--- src/rtl/ocmp_pkg.sv ---
package ocmp_pkg;
  localparam int OC_CH    = 8;
  localparam int OC_W     = 16;
  localparam int OC_PRE_W = 3;
  localparam int MST_CH   = OC_CH - 1;

  typedef enum logic [1:0] {
    ACT_NONE   = 2'b00,
    ACT_TOGGLE = 2'b01,
    ACT_LOW    = 2'b10,
    ACT_HIGH   = 2'b11
  } pinAct_e;

  // Strobes from control to the pin datapath, valid for one cycle.
  typedef struct packed {
    logic [OC_CH-1:0] chEvt;  // channel match or force
    logic             mstEvt; // master channel event
    logic             ovfEvt; // counter wrap
  } ocStrobe_t;
endpackage

--- src/rtl/ocmp_timebase.sv ---
module ocmp_timebase #(
  parameter int CNT_W = ocmp_pkg::OC_W,
  parameter int PRE_W = ocmp_pkg::OC_PRE_W
) (
  input  logic             clk,
  input  logic             rstN,
  input  logic             cntEn,
  input  logic [PRE_W-1:0] preSel,
  input  logic             clrReq,
  output logic             tick,
  output logic             wrapEvt,
  output logic [CNT_W-1:0] count
);
  localparam int DIV_W = (1 << PRE_W) - 1;

  logic [DIV_W-1:0] preCnt;
  logic [DIV_W-1:0] divMask;

  always_comb begin
    for (int b = 0; b < DIV_W; b++) divMask[b] = (b < int'(preSel));
  end

  assign tick    = cntEn && ((preCnt & divMask) == divMask);
  assign wrapEvt = tick && (count == '1);

  always_ff @(posedge clk or negedge rstN) begin
    if (!rstN) begin
      preCnt <= '0;
      count  <= '0;
    end else begin
      if (cntEn) preCnt <= preCnt + 1'b1;
      if (tick) count <= clrReq ? '0 : count + 1'b1;
    end
  end

  AST_HOLD_WHEN_OFF: assert property (@(posedge clk) disable iff (!rstN)
    !cntEn |=> $stable(count));
  AST_DIV1_STEP: assert property (@(posedge clk) disable iff (!rstN)
    (cntEn && preSel == '0 && !clrReq && count != '1) |=> count == $past(count) + 1'b1);
  AST_WRAP_ZERO: assert property (@(posedge clk) disable iff (!rstN)
    wrapEvt |=> count == '0);
  AST_MATCH_CLEAR: assert property (@(posedge clk) disable iff (!rstN)
    (tick && clrReq) |=> count == '0);
endmodule

--- src/rtl/ocmp_ctrl.sv ---
module ocmp_ctrl
  import ocmp_pkg::*;
#(
  parameter int CNT_W = OC_W
) (
  input  logic             clk,
  input  logic             rstN,
  input  logic             tick,
  input  logic             wrapEvt,
  input  logic [CNT_W-1:0] count,
  input  logic             resetOnMatch,
  input  logic             fastClr,
  input  logic [OC_CH-1:0] ocSel,
  input  logic [OC_CH-1:0] cmpWrEn,
  input  logic [CNT_W-1:0] cmpWrData,
  input  logic [OC_CH-1:0] forceStb,
  input  logic [OC_CH-1:0] flagClr,
  input  logic             ovfClr,
  output logic             clrReq,
  output logic [OC_CH-1:0] chFlag,
  output logic             ovfFlag,
  output ocStrobe_t        stb
);
  logic [CNT_W-1:0] cmpReg [OC_CH];
  logic [OC_CH-1:0] hit;

  for (genvar g = 0; g < OC_CH; g++) begin : gCh
    assign hit[g] = tick && ocSel[g] && (cmpReg[g] == count);

    always_ff @(posedge clk or negedge rstN) begin
      if (!rstN) begin
        cmpReg[g] <= '0;
        chFlag[g] <= 1'b0;
      end else begin
        if (cmpWrEn[g]) cmpReg[g] <= cmpWrData;
        if (hit[g]) chFlag[g] <= 1'b1;
        else if (flagClr[g] || (fastClr && cmpWrEn[g])) chFlag[g] <= 1'b0;
      end
    end

    AST_MATCH_FLAG: assert property (@(posedge clk) disable iff (!rstN)
      (tick && ocSel[g] && count == cmpReg[g]) |=> chFlag[g]);
    AST_FORCE_NO_FLAG: assert property (@(posedge clk) disable iff (!rstN)
      (forceStb[g] && !hit[g] && !chFlag[g]) |=> !chFlag[g]);
    AST_FAST_CLEAR: assert property (@(posedge clk) disable iff (!rstN)
      (fastClr && cmpWrEn[g] && !hit[g]) |=> !chFlag[g]);
    AST_UNSEL_QUIET: assert property (@(posedge clk) disable iff (!rstN)
      (!ocSel[g] && !chFlag[g]) |=> !chFlag[g]);
  end

  always_ff @(posedge clk or negedge rstN) begin
    if (!rstN) ovfFlag <= 1'b0;
    else if (wrapEvt) ovfFlag <= 1'b1;
    else if (ovfClr) ovfFlag <= 1'b0;
  end

  assign clrReq     = resetOnMatch && hit[MST_CH];
  assign stb.chEvt  = hit | (forceStb & ocSel);
  assign stb.mstEvt = hit[MST_CH] | (forceStb[MST_CH] & ocSel[MST_CH]);
  assign stb.ovfEvt = wrapEvt;

  AST_OVF_SET: assert property (@(posedge clk) disable iff (!rstN)
    wrapEvt |=> ovfFlag);
endmodule

--- src/rtl/ocmp_pinpath.sv ---
module ocmp_pinpath
  import ocmp_pkg::*;
(
  input  logic               clk,
  input  logic               rstN,
  input  ocStrobe_t          stb,
  input  logic [OC_CH-1:0]   ocSel,
  input  logic [2*OC_CH-1:0] pinAct,
  input  logic [OC_CH-1:0]   togOvf,
  input  logic [OC_CH-1:0]   ovMask,
  input  logic [OC_CH-1:0]   ovData,
  output logic [OC_CH-1:0]   pins
);
  logic [OC_CH-1:0] pinsNxt;

  // Order of resolution: overflow toggle, channel action, master override.
  always_comb begin
    pinsNxt = pins;
    for (int i = 0; i < OC_CH; i++) begin
      if (stb.ovfEvt && togOvf[i] && ocSel[i]) pinsNxt[i] = ~pinsNxt[i];
      if (stb.chEvt[i]) begin
        case (pinAct_e'(pinAct[2*i +: 2]))
          ACT_TOGGLE: pinsNxt[i] = ~pinsNxt[i];
          ACT_LOW:    pinsNxt[i] = 1'b0;
          ACT_HIGH:   pinsNxt[i] = 1'b1;
          default:    ;
        endcase
      end
      if (stb.mstEvt && ovMask[i]) pinsNxt[i] = ovData[i];
    end
  end

  always_ff @(posedge clk or negedge rstN) begin
    if (!rstN) pins <= '0;
    else pins <= pinsNxt;
  end

  for (genvar g = 0; g < OC_CH; g++) begin : gChk
    AST_MASTER_WINS: assert property (@(posedge clk) disable iff (!rstN)
      (stb.mstEvt && ovMask[g]) |=> pins[g] == $past(ovData[g]));
  end

  AST_PINS_IDLE: assert property (@(posedge clk) disable iff (!rstN)
    (!(|stb.chEvt) && !stb.ovfEvt) |=> $stable(pins));
endmodule

--- src/rtl/ocmp_bank.sv ---
module ocmp_bank
  import ocmp_pkg::*;
#(
  parameter int CNT_W = OC_W,
  parameter int PRE_W = OC_PRE_W
) (
  input  logic               clk,
  input  logic               rstN,
  input  logic               cntEn,
  input  logic [PRE_W-1:0]   preSel,
  input  logic               resetOnMatch,
  input  logic               fastClr,
  input  logic [OC_CH-1:0]   ocSel,
  input  logic [2*OC_CH-1:0] pinAct,
  input  logic [OC_CH-1:0]   togOvf,
  input  logic [OC_CH-1:0]   ovMask,
  input  logic [OC_CH-1:0]   ovData,
  input  logic [OC_CH-1:0]   cmpWrEn,
  input  logic [CNT_W-1:0]   cmpWrData,
  input  logic [OC_CH-1:0]   forceStb,
  input  logic [OC_CH-1:0]   flagClr,
  input  logic               ovfClr,
  input  logic [OC_CH-1:0]   intEn,
  input  logic               ovfIntEn,
  output logic [CNT_W-1:0]   count,
  output logic [OC_CH-1:0]   chFlag,
  output logic               ovfFlag,
  output logic [OC_CH-1:0]   chIrq,
  output logic               ovfIrq,
  output logic [OC_CH-1:0]   pins
);
  logic      tick;
  logic      wrapEvt;
  logic      clrReq;
  ocStrobe_t stb;

  ocmp_timebase #(.CNT_W(CNT_W), .PRE_W(PRE_W)) u_timebase (
    .clk(clk), .rstN(rstN), .cntEn(cntEn), .preSel(preSel), .clrReq(clrReq),
    .tick(tick), .wrapEvt(wrapEvt), .count(count)
  );

  ocmp_ctrl #(.CNT_W(CNT_W)) u_ctrl (
    .clk(clk), .rstN(rstN), .tick(tick), .wrapEvt(wrapEvt), .count(count),
    .resetOnMatch(resetOnMatch), .fastClr(fastClr), .ocSel(ocSel),
    .cmpWrEn(cmpWrEn), .cmpWrData(cmpWrData), .forceStb(forceStb),
    .flagClr(flagClr), .ovfClr(ovfClr), .clrReq(clrReq), .chFlag(chFlag),
    .ovfFlag(ovfFlag), .stb(stb)
  );

  ocmp_pinpath u_pinpath (
    .clk(clk), .rstN(rstN), .stb(stb), .ocSel(ocSel), .pinAct(pinAct),
    .togOvf(togOvf), .ovMask(ovMask), .ovData(ovData), .pins(pins)
  );

  assign chIrq  = chFlag & intEn;
  assign ovfIrq = ovfFlag & ovfIntEn;
endmodule

--- config.mk ---
export PLATFORM = sky130hd
export DESIGN_NAME = ocmp_bank
export DESIGN_NICKNAME = d
export VERILOG_FILES = /design/src/rtl/ocmp_pkg.sv /design/src/rtl/ocmp_timebase.sv /design/src/rtl/ocmp_ctrl.sv /design/src/rtl/ocmp_pinpath.sv /design/src/rtl/ocmp_bank.sv
export SDC_FILE = /design/constraint.sdc
export NUM_CORES = 1
export LEC_CHECK = 0
export CORE_UTILIZATION = 55
export CTS_CLUSTER_DIAMETER = 100
export CTS_CLUSTER_SIZE = 28
export DETAILED_ROUTE_END_ITERATION = 12
export PLACE_DENSITY = 0.83
export SLEW_MARGIN = 20
export SYNTH_ARGS = -nofsm -noshare
export SYNTH_HDL_FRONTEND = slang
export SYNTH_SLANG_ARGS = --single-unit
--- constraint.sdc ---
create_clock -name clk -period 6.35 [get_ports clk]
set_input_delay 1.5875 -clock clk [delete_from_list [all_inputs] [get_ports clk]]
set_output_delay 1.5875 -clock clk [all_outputs]
set_load 0.05 [all_outputs]
Word-level counts from Yosys, hierarchy flattened:

Cells that the tools add are included.

* flip-flop bits (word level): 168
* output and inout port bits: 42
* word-level logic and storage cells: 205

* add/sub/neg operators: 2
* $lt $le $gt $ge: 7
* equal/unequal tests: 34
* mux-type cells: 51
* bitwise operators: 23
* reduce and logical (&&, ||, !) cells: 68

Operators by type and width (count)
* $eq A16 B16 Y1: 8
* $logic_and A1 B1 Y1: 51
* $mux W1: 42
* $eq A2 B2 Y1 const B: 16
* $pmux W1 S3: 8
* $reduce_bool A2 Y1: 9
* $add A16 B1 Y16 const B: 1
* $and A8 B8 Y8: 2
* $eq A16 B16 Y1 const B: 1
* $eq A2 B1 Y1 const B: 8
* $mux W16: 1
* $not A1 Y1: 16
* $lt A3 B3 Y1 const A: 3
* $logic_or A1 B1 Y1: 8
* $or A8 B8 Y8: 1
* $add A7 B1 Y7 const B: 1
* $and A7 B7 Y7: 1
* $eq A7 B7 Y1: 1
* $lt A1 B3 Y1 const A: 2
* $lt A2 B3 Y1 const A: 2
* $and A1 B1 Y1: 2
* $or A1 B1 Y1: 1

Depth between registers and ports, before layout:

* word-level depth: 12
* depth in mapped cells: 10
* gate-level depth less buffers: 8

Modules after synthesis:

Synthesis repeated with hierarchy kept, for this count alone.

* cells, all modules: 759
* area total of the unflattened synthesis: 9208.8 sq um

By module, submodules not included
* ocmp_ctrl: times used 1, cells an instance 521, area an instance 6825.3 sq um, seq. area each 3428.3 sq um
* ocmp_timebase: times used 1, cells an instance 148, area an instance 1455.1 sq um, seq. area each 575.6 sq um
* ocmp_pinpath: times used 1, cells an instance 81, area an instance 872.1 sq um, seq. area each 200.2 sq um
* ocmp_bank: times used 1, cells an instance 9, area an instance 56.3 sq um, seq. area each 0.0 sq um

Worst setup path after synthesis:

Ideal clock, no wire load.

* path type: input port to output port
* start point: input port intEn[0]
* end point: output port chIrq[0]
* arrival time: 1994 ps
* path slack: 2768 ps
* stages on the path: 1
* buffers on the path: 0
* path through: and2_1

* longest elaborated chain between the ends: 1

RTL lines
* start, declared: RTL line ocmp_bank.sv:23 `input logic [OC_CH-1:0] intEn,`
* $and A8 B8 Y8: RTL line ocmp_bank.sv:55 `assign chIrq = chFlag & intEn;`
* end, declared: RTL line ocmp_bank.sv:28 `output logic [OC_CH-1:0] chIrq,`

No other way between the ends.

Final worst setup path:

* start point: input port intEn[6]
* end point: output port chIrq[6]

Same word-level chain as after synthesis.

==> metrics.cfg <==
[worst_hold_path]
holdCritPathClass = reg -> reg

[floorplan]
initial_utilization_pct = 56.2
core-area_um2 = 15800
rows = 46
die_height_um = 129
die_x_um = 129
die-area_um2 = 16700
ioPinCount = 148

[clock_tree]
numClockSinks = 168
cts_inserted_buffers = 17
post_cts_buffers = 0
holdBufCountCts = 0
cts_root_buf = clkbuf_16
cts.path.max_buffers = 2
clk-insertion-delay-late_ps = 430
clk_pin_slew_ps = 60
cts.repair.resized = 0
cts_tree = yes
htreeDepth = 4

[sta]
slew_violations = 0
fmax_mhz = 218
finalHoldViolCount = 0
period_share_pct = 72.3
slew_headroom_pct = 36.9
rsz0062_at_grt = false
setup_tns_ps = 0
post-route-min-period_ps = 4590
skew_ps = 7.49
worst_slew_pin_slew_ps = 943
finalSetupViolCount = 0

[critical_path]
endpoint_kind = output port
arrival_ps = 3010
critPathLaunchType = input pin
path_max_fanout = 1
setup.worst_path.class = in -> out
worst_ep_required_time_ps = 4760

[yosys]
syn_avg_cell_area_um2 = 11.6
synth_area_leaders = dfrtp_1 47%, mux2_2 16%, xor2_1 11%
synth_top_area_share_pct = 47.2
yosysWarnings = 0
ys_ff_latch = 168
syn-num-nets = 876
syn-cell-area_um2 = 8900
yosysSeqAreaShare_pct = 47.2
ys_types = 54
synthCells = 768
synth_area_leader_cell = dfrtp_1
synthArstFlopShare_pct = 100
ys.flop_type = dfrtp_1
synth-edff-count = 0

[run_status]
outcome = finished clean

[finish]
layout.nets = 1006
final_cell_area_um2 = 11100
syn2layout_area_growth_pct = 24.4
finalNonFillerCells = 1127
drive_above_1_share_pct = 19.1

[placed_design]
dp.cells = 1095
place_congestion = 0.822
port_buffers = 147
dpl_cell_area_um2 = 10400
hpwl_um = 16800

[power]
p_comb_share_pct = 21.0
swShare_pct = 29.8
p_int_mw = 2.18
p_clk_share_pct = 36.2
ir_drop_uv = 220
p_leak_nw = 4.68
power.density_nw_per_um2 = 281
seqPwrFrac_pct = 42.9
p_sw_mw = 0.928

[detailed_routing]
drtIter0Drc = 553
first_pass_iters = 5
vias = 6663
ant_nets = 0
routed_wl_um = 25000
drc = 0
via_per_inst = 5.91
routedWlPerCell_um = 22.2

[run]
cap_viol_max_count = 0

[global_routing]
antenna_found_initial = 0
grt_pass1_vias = 6793
grt-ovfl-total = 0
grt_max_degree = 85
grt_pass1_wl_um = 38300
grtUsageTotal_pct = 31.4

==> stage by stage <==
stage / util (%) / hold WS [ps] / total power, mW / setup slack, ps
after floorplan: - / 437 / 1.74 / 2770
final: 70.0 / 476 / 3.11 / 1760
after CTS: 70.0 / 474 / 3.11 / 1750
after global routing: 70.0 / 504 / 3.23 / 1710
after global placement: 65.9 / 463 / 1.97 / 1760
after detailed placement: 65.9 / 459 / 1.99 / 1750
==> cell type report <==
type / count / area [µm²]
Fill cell: 1148 / 4750
Multi-Input combinational cell: 540 / 4380
Sequential cell: 168 / 4200
Timing Repair Buffer: 152 / 1510
Clock buffer: 20 / 467
Tap cell: 216 / 270
Clock inverter: 11 / 169
Inverter: 19 / 71.3
Antenna cell: 1 / 2.50
==> logic make-up (layout without fill, tap and decap cells) <==
logic type      count (synthesis)  after routing  share of synthesized area, %
simple gates                  201            201                          13.4
flops                         168            168                          47.2
xor+xnor                      148            148                          14.6
mux                           128            128                          16.2
compound gates                 61             61                          4.79
buf+inv                        60            202                          3.56
fa+ha+maj                       2              2                         0.281
other cells                     0              1                             0
==> cell usage after synthesis (2+ instances only) <==
cell,count
o31ai_1,21
nand3b_1,7
inv_1,19
dfrtp_1,168
a21oi_1,4
and4_1,7
nor4_1,35
buf_2,9
or4_1,8
nand2b_1,2
buf_6,7
nand2_1,36
nor3_1,6
o22ai_1,2
clkbuf_1,10
xnor2_1,39
a21boi_0,2
o21ai_0,11
a31oi_1,6
nand3_1,37
buf_1,7
ha_1,2
buf_4,6
or3_1,4
nand4_1,8
and3_1,12
nor4_4,2
and2_1,12
o2bb2ai_1,7
xor2_1,109
a31o_2,2
mux2_2,127
nor2_1,13
==> critical path, stage by stage <==
cell and delay, ps:
clkdlybuf4s50_1 460, and2_1 150, clkdlybuf4s50_1 810
==> placed cells by master, fill, tap and decap left out, drive strengths merged, types with 12 or more instances in the layout <==
cell type      instances
clkbuf                20
o31ai                 21
and2                  12
mux2                 127
xnor2                 39
o21ai                 12
nor4                  37
inv                   21
nand2                 37
xor2                 109
clkdlybuf4s50        146
nor2                  13
and3                  12
nand3                 37
dfrtp                168
==> power groups by stage <==
stage          Sequential, mW  Clock (mW)  Combinational (mW)
2_1_floorplan            1.35           0               0.382
3_3_place_gp             1.34           0               0.624
3_5_place_dp             1.35           0               0.644
4_1_cts                  1.33        1.13               0.653
5_1_grt                  1.35        1.18               0.701
6_report                 1.33        1.13               0.653
==> state kept, by name, summed over array words and instances, names as in the netlist <==
name,flops
u_ctrl.cmpReg,128
u_timebase.count,16
u_ctrl.chFlag,8
u_pinpath.pins,8
u_timebase.preCnt,7
u_ctrl.ovfFlag,1
==> per-layer routing <==
metal  global-route usage [%]  up-vias  wire, µm  share of wire (%)
met2                     52.4      277     12200                 49
met4                     13.8        0       709                2.8
met5                        0        -         0                  0
met3                     6.98       48      1770                7.1
met1                     39.5     3346     10400                 41
li1                         -     2992         -                  -
==> path summary, 6_finish.rpt <==
path	slack [ps]	cells past startpoint	start	endpoint
hold reg to reg	480	1	u_timebase.preCnt[6]$_DFFE_PN0P_	u_timebase.preCnt[6]$_DFFE_PN0P_
hold / removal	480	1	u_timebase.preCnt[6]$_DFFE_PN0P_	u_timebase.preCnt[6]$_DFFE_PN0P_
setup reg to reg	3200	8	u_timebase.count[0]$_DFFE_PN0N_	u_pinpath.pins[1]$_DFF_PN0_
max in group asynchronous	3960	2	rstN	u_pinpath.pins[0]$_DFF_PN0_
min in group asynchronous	1200	1	rstN	u_ctrl.cmpReg[21]$_DFFE_PN0P_
setup / recovery	1760	3	intEn[6]	chIrq[6]
Note: power is estimated with default switching activity, not from simulation.
